===== src/rtl/rll27_pkg.sv =====
package rll27_pkg;

  // Longest input word of the code; the word table below is built for it.
  localparam int IN_MAX   = 4;
  // Most zeros a flush may append to complete a tail.
  localparam int MAX_PAD  = 2;
  localparam int CODE_MAX = 2 * IN_MAX;
  localparam int CNT_W    = $clog2(IN_MAX + MAX_PAD + 1);
  localparam int SH_W     = $clog2(CODE_MAX + 1);
  localparam int IDX_W    = $clog2(IN_MAX);
  localparam int PAD_W    = $clog2(MAX_PAD + 1);

  typedef logic [IN_MAX-1:0]   buf_t;
  typedef logic [CNT_W-1:0]    cnt_t;
  typedef logic [CODE_MAX-1:0] code_t;
  typedef logic [SH_W-1:0]     rem_t;

  // Which probe result the datapath loads into the shifter.
  typedef enum logic [1:0] {SEL_NONE, SEL_DIRECT, SEL_PAD1, SEL_PAD2} sel_e;

  typedef struct packed {
    logic  hit;
    cnt_t  len;    // input word length
    code_t code;   // code word, left aligned, first bit at MSB
  } match_t;

  typedef struct packed {
    cnt_t                 bufCnt;
    rem_t                 shRem;
    match_t [MAX_PAD:0]   probe;   // probe[p]: match with p zeros appended
  } dpStat_t;

  typedef struct packed {
    sel_e  sel;
    cnt_t  take;
    logic  accept;
  } strobe_t;

  // Greedy lookup on the first n bits of b (b[IN_MAX-1] oldest, unused bits zero).
  function automatic match_t findWord(buf_t b, cnt_t n);
    match_t m;
    m = '0;
    if (n >= cnt_t'(2) && b[3]) begin
      m.hit  = 1'b1;
      m.len  = cnt_t'(2);
      m.code = b[2] ? 8'b1000_0000 : 8'b0100_0000;
    end else if (n >= cnt_t'(3) && !b[3]) begin
      if (b[2:1] == 2'b00) begin
        m.hit = 1'b1; m.len = cnt_t'(3); m.code = 8'b0001_0000;
      end else if (b[2:1] == 2'b10) begin
        m.hit = 1'b1; m.len = cnt_t'(3); m.code = 8'b1001_0000;
      end else if (b[2:1] == 2'b11) begin
        m.hit = 1'b1; m.len = cnt_t'(3); m.code = 8'b0010_0000;
      end else if (n >= cnt_t'(4)) begin
        m.hit  = 1'b1;
        m.len  = cnt_t'(4);
        m.code = b[0] ? 8'b0000_1000 : 8'b0010_0100;
      end
    end
    return m;
  endfunction

endpackage


===== src/rtl/rll27_dp.sv =====
module rll27_dp
  import rll27_pkg::*;
(
  input  logic               clk,
  input  logic               rstN,
  input  strobe_t            stb,
  input  logic               inBit,
  output dpStat_t            stat,
  output logic               outValid,
  output logic               outBit,
  output logic [PAD_W-1:0]   padCount
);

  localparam int PROBES = MAX_PAD + 1;

  buf_t             bufReg, bufNext;
  cnt_t             bufCnt, cntNext;
  code_t            shReg;
  rem_t             shRem;
  logic [PAD_W-1:0] padReg, padAmt;
  logic [IDX_W-1:0] slot;
  match_t           probe [PROBES];
  match_t           chosen;

  // One matcher per possible number of appended zeros.
  for (genvar p = 0; p < PROBES; p++) begin : g_probe
    assign probe[p] = findWord(bufReg, bufCnt + cnt_t'(p));
  end

  always_comb begin
    stat.bufCnt = bufCnt;
    stat.shRem  = shRem;
    for (int p = 0; p < PROBES; p++) stat.probe[p] = probe[p];
  end

  always_comb begin
    chosen = '0;
    padAmt = '0;
    unique case (stb.sel)
      SEL_DIRECT: chosen = probe[0];
      SEL_PAD1: begin chosen = probe[1]; padAmt = PAD_W'(1); end
      SEL_PAD2: begin chosen = probe[2]; padAmt = PAD_W'(2); end
      default:  chosen = '0;
    endcase
  end

  // Drop consumed bits from the old end, then append the new bit.
  always_comb begin
    bufNext = bufReg;
    cntNext = bufCnt;
    slot    = '0;
    if (stb.sel != SEL_NONE) begin
      bufNext = bufReg << stb.take;
      cntNext = bufCnt - stb.take;
    end
    if (stb.accept) begin
      slot          = IDX_W'(IN_MAX - 1) - IDX_W'(cntNext);
      bufNext[slot] = inBit;
      cntNext       = cntNext + cnt_t'(1);
    end
  end

  always_ff @(posedge clk or negedge rstN) begin
    if (!rstN) begin
      bufReg <= '0;
      bufCnt <= '0;
    end else begin
      bufReg <= bufNext;
      bufCnt <= cntNext;
    end
  end

  always_ff @(posedge clk or negedge rstN) begin
    if (!rstN) begin
      shReg  <= '0;
      shRem  <= '0;
      padReg <= '0;
    end else if (stb.sel != SEL_NONE) begin
      shReg  <= chosen.code;
      shRem  <= rem_t'({chosen.len, 1'b0});
      padReg <= padAmt;
    end else if (shRem != '0) begin
      shReg  <= shReg << 1;
      shRem  <= shRem - rem_t'(1);
    end
  end

  assign outValid = (shRem != '0);
  assign outBit   = shReg[CODE_MAX-1];
  assign padCount = padReg;

endmodule


===== src/rtl/rll27_ctrl.sv =====
module rll27_ctrl
  import rll27_pkg::*;
(
  input  logic    clk,
  input  logic    rstN,
  input  dpStat_t stat,
  input  logic    inValid,
  input  logic    flush,
  output strobe_t stb,
  output logic    inReady
);

  logic flushPend;
  logic shFree;
  logic found;

  assign shFree  = (stat.shRem <= rem_t'(1));
  assign inReady = !flushPend && (stat.bufCnt < cnt_t'(IN_MAX));

  always_comb begin
    stb   = '0;
    found = 1'b0;
    if (shFree) begin
      if (stat.probe[0].hit) begin
        stb.sel  = SEL_DIRECT;
        stb.take = stat.probe[0].len;
      end else if (flushPend && stat.bufCnt != '0) begin
        // Fewest appended zeros wins.
        for (int p = 1; p <= MAX_PAD; p++) begin
          if (!found && stat.probe[p].hit) begin
            found    = 1'b1;
            stb.sel  = sel_e'(2'(p + 1));
            stb.take = stat.bufCnt;
          end
        end
      end
    end
    stb.accept = inValid && inReady;
  end

  always_ff @(posedge clk or negedge rstN) begin
    if (!rstN) flushPend <= 1'b0;
    else       flushPend <= flush || (flushPend && (stat.bufCnt != stb.take));
  end

endmodule


===== src/rtl/rll27_enc.sv =====
module rll27_enc
  import rll27_pkg::*;
(
  input  logic             clk,
  input  logic             rstN,
  input  logic             inValid,
  input  logic             inBit,
  input  logic             flush,
  output logic             inReady,
  output logic             outValid,
  output logic             outBit,
  output logic [PAD_W-1:0] padCount
);

  strobe_t stb;
  dpStat_t dpStat;

  rll27_ctrl u_ctrl (
    .clk     (clk),
    .rstN    (rstN),
    .stat    (dpStat),
    .inValid (inValid),
    .flush   (flush),
    .stb     (stb),
    .inReady (inReady)
  );

  rll27_dp u_dp (
    .clk      (clk),
    .rstN     (rstN),
    .stb      (stb),
    .inBit    (inBit),
    .stat     (dpStat),
    .outValid (outValid),
    .outBit   (outBit),
    .padCount (padCount)
  );

endmodule


===== config.mk =====
export PLATFORM = sky130hd
export DESIGN_NAME = rll27_enc
export DESIGN_NICKNAME = d
export VERILOG_FILES = /design/src/rtl/rll27_pkg.sv /design/src/rtl/rll27_dp.sv /design/src/rtl/rll27_ctrl.sv /design/src/rtl/rll27_enc.sv
export SDC_FILE = /design/constraint.sdc
export NUM_CORES = 1
export LEC_CHECK = 0
export BUFFER_PORTS_ARGS = -buffer_cell sky130_fd_sc_hd__buf_4
export CELL_PAD_IN_SITES_DETAIL_PLACEMENT = 0
export CELL_PAD_IN_SITES_GLOBAL_PLACEMENT = 1
export CORE_ASPECT_RATIO = 0.75
export CORE_UTILIZATION = 50
export DETAILED_ROUTE_END_ITERATION = 7
export GPL_TIMING_DRIVEN = 0
export PLACE_DENSITY = 0.9
export SYNTH_ARGS = -nofsm -noshare
export SYNTH_HDL_FRONTEND = slang
export SYNTH_SLANG_ARGS = --single-unit

===== constraint.sdc =====
create_clock -name clk -period 5.6 [get_ports clk]
set_input_delay 1.12 -clock clk [delete_from_list [all_inputs] [get_ports clk]]
set_output_delay 1.12 -clock clk [all_outputs]
set_load 0.005 [all_outputs]

==> metrics.csv, run 1 <==
stage,metric,value,unit
setup_path,worst_path_max_delay_cell,fa_1,
setup_path,cp_cell_sequence,"clkinv_1, ha_1, a211oi_2, a311oi_1, or4_4, buf_6, a22o_1, ha_1, fa_1, nor2_1, nand2_1, a21oi_2, mux2_2",
synthesis,synth.distinct_cells,62,
global_routing,grt_pass1_wl,7100,um
setup_path,crit_type,flop to flop,
clocking,clockBufferDepth,2,
timing,setup_viol,0,
placement,place_area,1900,sq um
synthesis,synth_edf_count,0,
setup_path,cp_max_fo,11,
clocking,htree_num_levels,1,
die,core,3360,sq um
synthesis,netlist_area,1780,sq um
placement,detailedPlace.worstSlack,1.40,ns
clocking,cts-root-buf,clkbuf_8,
placement,portBuffers,9,
die,die_w,71.0,um
routing,routed_wl,4330,um
setup_path,cp-start-kind,flop,
finish,final_layout_size_suffix_gt1_share,18.0,%
timing,timing.hold.ws,0.539,ns
routing,ant_nets,0,
finish,nNetsFinal,237,
die,die_y,53.7,um
clocking,clk_pin_slew,0.08,ns
clocking,cts_sinks,20,
die,rows,18,
finish,stdcell_area,1960,sq um
clocking,post_cts_buffers,0,
finish,final_cell_mix,"dfrtp_1, a21oi_1, nor2_1",
timing,fin_crit_sh,76.1,%
timing,fin_ws,1.34,ns
routing,vias_per_cell,6.03,
global_routing,overflow,0,
timing,hold_viol_final,0,
timing,tns,0,ns
global_routing,grt_antenna_before_repair,0,
timing,finalCriticalPeriod,4.26,ns
setup_path,critPathArrivalTime,4.41,ns
setup_path,required,5.75,ns
routing,drc,0,
timing,worstMarginPinSlew,0.635,ns
timing,rsz0062_at_grt,no,
finish,areaGrowthSynthToFinish,9.68,%
synthesis,synth.avg_cell_area,8.74,sq um
routing,vias,1550,
die,start_util,53.1,%
timing,final-max-slew-violation-count,0,
hold_path,worstHoldPathType,flop to flop,
synthesis,syn_nets,223,
placement,place.gp.congestion,0.901,
status,status,completed,
clocking,cts_tree,done,
global_routing,grt_usage,24.7,%
clocking,clk_latency,0.26,ns
finish,num_antenna_cells,0,
setup_path,max_stage_delay,0.54,ns
synthesis,ys_seq_elements,20,
clocking,cts_resized,0,
timing,fmax,0.235,GHz
setup_path,critical_path.top_delay_family,adder cells,
synthesis,yosys_warnings,0,
job,cap_violations,0,
die,die-area,3810,sq um
setup_path,path_buf_inv,2,
synthesis,ys_async_sr_fraction,100,%
synthesis,syn_inst,204,
clocking,ctsHoldBuffers,0,
routing,avgRoutedWirePerCell,16.9,um
synthesis,ys_seq_area_share,28.1,%
global_routing,grt_max_degree,21,
finish,final_common_cell,dfrtp_1,
routing,dr.pass1.iters,4,
global_routing,grt_pass1_vias,1365,
timing,slew_headroom,57.2,%
setup_path,end_kind,flop,
die,ios,10,
timing,clock_skew,0.00601,ns
setup_path,cpMostUsedCell,ha_1,
clocking,numCtsBuffers,3,
routing,drt_iter0_drc,145,
synthesis,ys.flop_type,dfrtp_1,
placement,post-dp-hpwl,3250,um
flip-flops by register name (all words and copies together) (netlist names):
signal / count
u_dp.bufCnt: 3
u_dp.shReg: 6
u_ctrl.flushPend: 1
u_dp.padCount: 2
u_dp.bufReg: 4
u_dp.shRem: 4
through the flow:
step,cells,utilization (%)
finish,257,58.3
global route,257,58.3
CTS,257,58.3
detailed placement,253,56.6
global placement,253,56.6
floorplan,204,-
synth_stat cells, types with 2 or more instances:
library cell | count | area [sq um]
a21oi_1 | 16 | 80.1
a31oi_1 | 4 | 25.0
and2_1 | 2 | 12.5
buf_2 | 3 | 15.0
buf_4 | 3 | 22.5
buf_6 | 2 | 22.5
clkbuf_1 | 3 | 11.3
dfrtp_1 | 20 | 500
ha_1 | 13 | 163
inv_1 | 13 | 48.8
mux2_2 | 2 | 22.5
mux2i_1 | 9 | 90.1
nand2_1 | 15 | 56.3
nand2b_1 | 5 | 31.3
nand3_1 | 4 | 20.0
nand3b_1 | 2 | 15.0
nand4_1 | 4 | 25.0
nor2_1 | 16 | 60.1
nor3_1 | 4 | 20.0
nor3b_1 | 2 | 15.0
o21ai_0 | 11 | 55.1
o22ai_1 | 3 | 18.8
o2bb2ai_1 | 2 | 17.5
o31ai_1 | 2 | 15.0
or2_2 | 2 | 12.5
or3_1 | 2 | 12.5
xnor2_1 | 5 | 43.8
worst register-to-register path: cells and delay by family, from the launching register on:
| family | cells | cell delay, ns |
|---|---|---|
| multiplexers | 1 | 0.36 |
| flip-flops | 1 | 0.51 |
| AND/OR/NAND/NOR | 3 | 0.73 |
| buffers and inverters | 2 | 0.56 |
| AO/OA/AOI/OAI | 4 | 0.79 |
| adder cells (fa/ha/maj) | 3 | 1.22 |
cell type report:
cell class	count	area, sq um
fill	292	1400
multi-input combinational	157	1150
sequential	20	500
buffer	12	75.1
timing repair buffer	9	67.6
inverter	15	56.3
clock buffer	4	55.1
tap	40	50.0
layer usage:
metal  vias to the layer above  routed length [um]  GRT usage (%)
met4                         0                  13           3.00
met1                       746                2220           37.1
met5                         -                   0              0
met2                        38                1930           38.5
met3                         2                 175           3.93
li1                        764                   -              -
final timing paths:
path	startpoint	end	slack [ns]	depth (start not counted)
min reg2reg	u_dp.padCount[0]	u_dp.padCount[0]	0.54	2
min in group asynchronous	rstN	u_dp.shReg[3]	0.74	1
max reg2reg	u_dp.bufCnt[1]	u_dp.bufReg[0]	1.34	13
max	u_dp.bufCnt[1]	u_dp.bufReg[0]	1.34	13
min	u_dp.padCount[0]	u_dp.padCount[0]	0.54	2
max in group asynchronous	rstN	u_dp.bufReg[3]	4.64	1
logic make-up (layout without fill, tap and decap cells):
family	count (synthesis)	count (layout)	synth area share (%)
compound gates	59	59	24.8
xor+xnor	6	6	2.95
buf+inv	27	40	7.37
fa+ha+maj	14	14	10.2
flops	20	20	28.1
mux	12	12	6.95
simple gates	66	66	19.6
Power of run 1 is left out: the tool's default activity adds up to more than one toggle a clock period on the data nets, which glitch-free logic cannot reach.
==> run 2: changes to the inputs <==
- ABC_AREA: default -> 1
- CORE_UTILIZATION: 50 -> 44
- PLACE_DENSITY: 0.9 -> 0.86
- clock period: 5.6 -> 4.24 ns (I/O delays scaled with it)
==> run 2 against run 1 <==
Net effect: routed wire length fell by 5.5%; clock skew barely moved; sequential share of layout area did not move; area after synthesis fell by 1.8%; count of clock-buffer cells in the layout fell by 1; design area did not move; critical path depth rose by 5; critical endpoint unchanged.
==> metrics.csv, run 2 <==
stage,metric,value,unit
status,status,completed,
die,ios,10,
finish,largest_reg_flops,6,
die,rows,19,
power,leakagePower,0.00105,uW
routing,drt_iter0_drc,167,
die,die-area,4240,sq um
die,die_w,74.9,um
synthesis,yosys_warnings,0,
synthesis,synth_edf_count,0,
synthesis,netlist_area,1750,sq um
synthesis,synth_area_leader_cell,dfrtp_1,
power,power_density,850,nW/um^2
finish,final_layout_size_suffix_gt1_share,11.7,%
finish,regMostFlops,u_dp.shReg,
setup_path,cp-start-kind,flop,
finish,final_cell_mix,"nand2_1, nand3_1, inv_1",
clocking,cts_sinks,20,
synthesis,ys_seq_elements,20,
setup_path,crit_type,flop to flop,
clocking,htree_num_levels,1,
power,peakVddDrop,357,uV
timing,timing.hold.ws,0.447,ns
finish,fill_cells,385,
clocking,ctsHoldBuffers,0,
timing,finalCriticalPeriod,3.47,ns
clocking,post_cts_buffers,0,
hold_path,worstHoldPathType,input port to async pin,
synthesis,synth.avg_cell_area,6.74,sq um
finish,nNetsFinal,293,
setup_path,cp_max_fo,8,
timing,slew_headroom,78.3,%
synthesis,ys_async_sr_fraction,100,%
routing,vias_per_cell,5.22,
setup_path,cp-startpoint,u_dp.bufCnt[1],
synthesis,synth.distinct_cells,27,
placement,portBuffers,9,
timing,worstMarginPinSlew,0.323,ns
global_routing,grt_usage,21.8,%
routing,drc,0,
clocking,clk_pin_slew,0.08,ns
timing,fmax,0.288,GHz
clocking,clk_latency,0.27,ns
setup_path,critical_path.endpoint,u_dp.bufReg[0],
synthesis,synth_most_common_cell,nand2_1,
power,power,1660,uW
die,die_y,56.6,um
clocking,numCtsBuffers,3,
setup_path,reg2regPathDepth,18,
timing,tns,0,ns
global_routing,overflow,0,
routing,ant_nets,0,
synthesis,ys.flop_type,dfrtp_1,
setup_path,end_kind,flop,
synthesis,syn_inst,260,
die,start_util,46.9,%
timing,final-max-slew-violation-count,0,
routing,dr.pass1.iters,4,
synthesis,netlist_top_cells_count,"nand2_1, nand3_1, inv_1",
finish,final_common_cell,nand2_1,
finish,num_antenna_cells,0,
timing,rsz0062_at_grt,no,
global_routing,grt_pass1_wl,7080,um
global_routing,grt_antenna_before_repair,0,
setup_path,r2r_slack,0.77,ns
timing,clock_skew,0.00642,ns
routing,avgRoutedWirePerCell,12.6,um
job,cap_violations,0,
timing,hold_viol_final,0,
routing,routed_wl,4090,um
synthesis,ys_seq_area_share,28.6,%
timing,fin_crit_sh,81.8,%
die,core,3730,sq um
routing,vias,1697,
global_routing,grt_max_degree,21,
timing,setup_viol,0,
setup_path,required,4.40,ns
setup_path,r2r_end,u_dp.bufReg[0],
clocking,cts-root-buf,clkbuf_8,
finish,largestRegisters,"u_dp.shReg (6), u_dp.bufReg (4), u_dp.shRem (4)",
placement,place.gp.congestion,0.927,
clocking,clockBufferDepth,2,
setup_path,critPathArrivalTime,3.63,ns
synthesis,syn_nets,279,
synthesis,synth_area_leaders,"dfrtp_1, nand2_1, nand3_1, ha_1, inv_1",
clocking,cts_tree,done,
finish,areaGrowthSynthToFinish,11.6,%
global_routing,grt_pass1_vias,1558,
clocking,cts_resized,0,
synthesis,synth_top_area_share,28.6,%
placement,post-dp-hpwl,3180,um
setup_path,r2r-start,u_dp.bufCnt[1],
[run 2: changes by cell type in the layout (fill, tap and decap cells not counted), sizes merged, moves of 8 or more]
cell | before | now
nand3 | 4 | 39
nor2 | 17 | 25
a21oi | 17 | 6
inv | 14 | 37
nand2 | 15 | 82
mux2i | 9 | 0
[run 2: worst max-delay path: stages, from the launching register on]
cell and delay [ns]:
dfrtp_1 0.50, inv_1 0.22, ha_1 0.36, nor2_1 0.18
nand2_1 0.10, nand2_1 0.09, nor2_1 0.06, nor2_1 0.13
nand2_2 0.11, nand4_1 0.16, nand2_1 0.17, ha_1 0.24
fa_1 0.43, nand2_1 0.10, nand2_2 0.11, inv_1 0.10
nand3_1 0.11, nand3_1 0.12, nand2_1 0.05
[run 2: cell type report]
| type | instances | area (sq um) | area share, % |
|---|---|---|---|
| multi-input cells | 196 | 1040 | 53.3 |
| clock inverters | 1 | 30.0 | 1.54 |
| repair buffers | 9 | 67.6 | 3.45 |
| inverters | 38 | 143 | 7.29 |
| plain buffers | 6 | 66.3 | 3.39 |
| clock buffers | 3 | 41.3 | 2.11 |
| well taps | 52 | 65.1 | 3.33 |
| flip-flops and latches | 20 | 500 | 25.6 |
[run 2: worst min-delay path by stage]
| stage | start | to | slack (ns) | cells after the start |
|---|---|---|---|---|
| 6_report | rstN | u_dp.shRem[0] | 0.45 | 1 |
| 5_1_grt | rstN | u_dp.shRem[0] | 0.46 | 1 |
| 4_1_cts | rstN | u_dp.shRem[0] | 0.46 | 1 |
| 3_5_place_dp | u_dp.shReg[2] | u_dp.shReg[2] | 0.48 | 2 |
| 3_3_place_gp | u_dp.padCount[1] | u_dp.padCount[1] | 0.46 | 2 |
| 2_1_floorplan | u_dp.shReg[2] | u_dp.shReg[2] | 0.45 | 2 |
[run 2: metrics by stage]
stage          worst slack (ns)  cells  util [%]  area, sq um
2_1_floorplan              1.35    260         -         1750
4_1_cts                   0.795    325      52.4         1960
3_5_place_dp              0.816    321      50.5         1880
3_3_place_gp              0.850    321      50.5         1880
5_1_grt                   0.440    325      52.4         1960
6_report                  0.773    325      52.4         1960
[run 2: per-layer routing]
| layer | share of wire [%] | GRT usage [%] | vias to the layer above |
|---|---|---|---|
| met2 | 45 | 34.4 | 62 |
| li1 | - | - | 870 |
| met5 | 0 | 0 | - |
| met4 | 0.24 | 2.96 | 0 |
| met1 | 48 | 31.8 | 763 |
| met3 | 7.5 | 3.77 | 2 |
[run 2: kinds of logic after synthesis]
group	Yosys count	synth area share [%]
and+or+nand+nor	158	40.4
buffers and inverters	44	11.9
AOI/OAI and AO/OA	22	7.64
DFF	20	28.6
adders and majority gates	14	10.4
xor gates and xnor gates	2	1.00
[run 2: power breakdown]
part | total [uW] | internal [uW] | switching, uW | leakage, uW
clock network | 197 | 126 | 70.5 | 0.0000357
registers | 328 | 270 | 58.4 | 0.000253
logic | 1140 | 393 | 744 | 0.000763
total | 1660 | 789 | 873 | 0.00105
(Power assumes the default switching activity.)
==> run 3: changes to the inputs <==
- ABC_AREA: 1 -> 0
- CORE_UTILIZATION: 44 -> 42
- PLACE_DENSITY: 0.86 -> 0.81
- clock period: 4.24 -> 3 ns (I/O delays scaled with it)
==> run 3 against run 2 <==
Net effect: the flow now finishes with violations (negative setup slack); flip-flop and latch count stayed put; count of clock-buffer cells in the layout increased by 1; fmax decreased by 0.48%; core utilization up 3.4 points; cell count shrank 10%; design area is 16% higher; largest cell class unchanged.
==> metrics.csv, run 3 (synthesis gave the netlist of run 1 again) <==
stage,metric,value,unit
finish,largestRegisters,"u_dp.shReg (6), u_dp.bufReg (4), u_dp.shRem (4)",
status,violations,negative setup slack,
global_routing,grt_pass1_vias,1641,
timing,finalCriticalPeriod,3.48,ns
routing,vias_per_cell,5.55,
clocking,ctsHoldBuffers,0,
die,die_w,77.2,um
setup_path,crit_type,flop to flop,
clocking,clk_pin_slew,0.08,ns
clocking,cts-root-buf,clkbuf_8,
setup_path,cp_max_fo,8,
timing,final-max-slew-violation-count,0,
placement,post-dp-hpwl,3060,um
timing,fmax,0.287,GHz
finish,nNetsFinal,256,
setup_path,required,3.16,ns
routing,drc,0,
timing,timing.hold.ws,0.204,ns
setup_path,critPathArrivalTime,3.64,ns
timing,hold_viol_final,0,
routing,drt_iter0_drc,120,
placement,portBuffers,9,
timing,rsz0062_at_grt,yes,
setup_path,critical_path.top_delay_family,compound AO/OA/AOI/OAI gates,
setup_path,worst_path_max_delay_cell,a2111oi_2,
setup_path,cp-startpoint,u_dp.bufCnt[1],
die,start_util,44.0,%
finish,final_common_cell,buf_4,
finish,regMostFlops,u_dp.shReg,
global_routing,overflow,0,
timing,setup_viol,6,
finish,largest_reg_flops,6,
routing,routed_wl,4650,um
clocking,cts_tree,done,
die,die_y,58.4,um
setup_path,r2r-start,u_dp.bufCnt[1],
global_routing,grt_pass1_wl,7640,um
placement,place.gp.congestion,0.888,
finish,num_antenna_cells,0,
clocking,clk_latency,0.26,ns
clocking,cts_sinks,20,
timing,fin_ws,-0.483,ns
setup_path,max_stage_delay,0.51,ns
routing,vias,1616,
clocking,htree_num_levels,1,
clocking,numCtsBuffers,3,
global_routing,grt_max_degree,21,
placement,detailedPlace.worstSlack,-0.879,ns
routing,dr.pass1.iters,4,
setup_path,cp-start-kind,flop,
die,core,4050,sq um
clocking,clockBufferDepth,2,
job,cap_violations,0,
timing,clock_skew,0.0103,ns
global_routing,grt_usage,21.6,%
timing,fin_crit_sh,116,%
status,status,"complete, but fails checks",
setup_path,path_buf_inv,2,
finish,areaGrowthSynthToFinish,26.9,%
finish,utilization,55.8,%
finish,final_layout_size_suffix_gt1_share,32.6,%
hold_path,worstHoldPathType,input port to async pin,
finish,final_cell_mix,"buf_4, dfrtp_1, a21oi_1, nor2_1, nand2_1",
global_routing,grt_antenna_before_repair,0,
die,rows,20,
timing,slew_headroom,51.9,%
routing,avgRoutedWirePerCell,16.0,um
die,die-area,4510,sq um
timing,worstMarginPinSlew,0.715,ns
setup_path,end_kind,flop,
die,ios,10,
routing,ant_nets,0,
setup_path,cp_cell_sequence,"buf_4, ha_1, ha_4, a2111oi_2, a311oi_4, nor2_4, a32oi_4, inv_2, fa_2, nor2_2, nand2_1, a21oi_2, mux2_4",
==> run 3: changes by cell type in the layout (fill, tap and decap cells not counted), sizes merged, moves of 5 or more <==
cell,previous run,this run
nand2,82,15
nand3,39,4
buf,12,37
inv,37,14
a21oi,6,17
mux2i,0,9
nor2,25,17
a31oi,0,5
nand2b,0,5
nand4,9,4
xnor2,0,5
==> run 3: worst paths after layout <==
| path | endpoint | slack, ns | cells past startpoint |
|---|---|---|---|
| max in group asynchronous | u_dp.bufCnt[0] | 2.57 | 1 |
| min in group clk | u_ctrl.flushPend | 0.52 | 2 |
| max reg2reg | u_dp.bufReg[0] | -0.48 | 13 |
| min reg2reg | u_dp.shReg[3] | 0.53 | 1 |
| max | u_dp.bufReg[0] | -0.48 | 13 |
| min | u_dp.shReg[3] | 0.20 | 1 |
==> run 3: final cells by class <==
type                            count  area (sq um)
Fill cell                         377          1790
Timing Repair Buffer               29           218
Buffer                             11          73.8
Sequential cell                    20           503
Inverter                           15          76.3
Tap cell                           55          68.8
Clock buffer                        4          45.0
Multi-Input combinational cell    157          1280
==> run 3: metrics by stage <==
stage	TNS (ns)	area, sq um	cells
final	-2.27	2260	291
after floorplan	-2.44	1820	204
after CTS	-1.93	2180	289
after global placement	-4.52	1950	268
after detailed placement	-4.48	1950	268
after global routing	-3.39	2260	291
==> run 3: what timing repair did <==
item	in CTS	in global routing
buffers inserted	18	2
setup endpoints to repair	8	15
pin swaps	12	8
resized for setup	15	11
==> run 3: metal layers <==
metal	track usage, %	part of all wire (%)
met5	0	0
met4	5.12	0.26
met3	4.81	5.2
met2	34.8	45
met1	29.8	49
Power of run 3 is left out for the same reason.
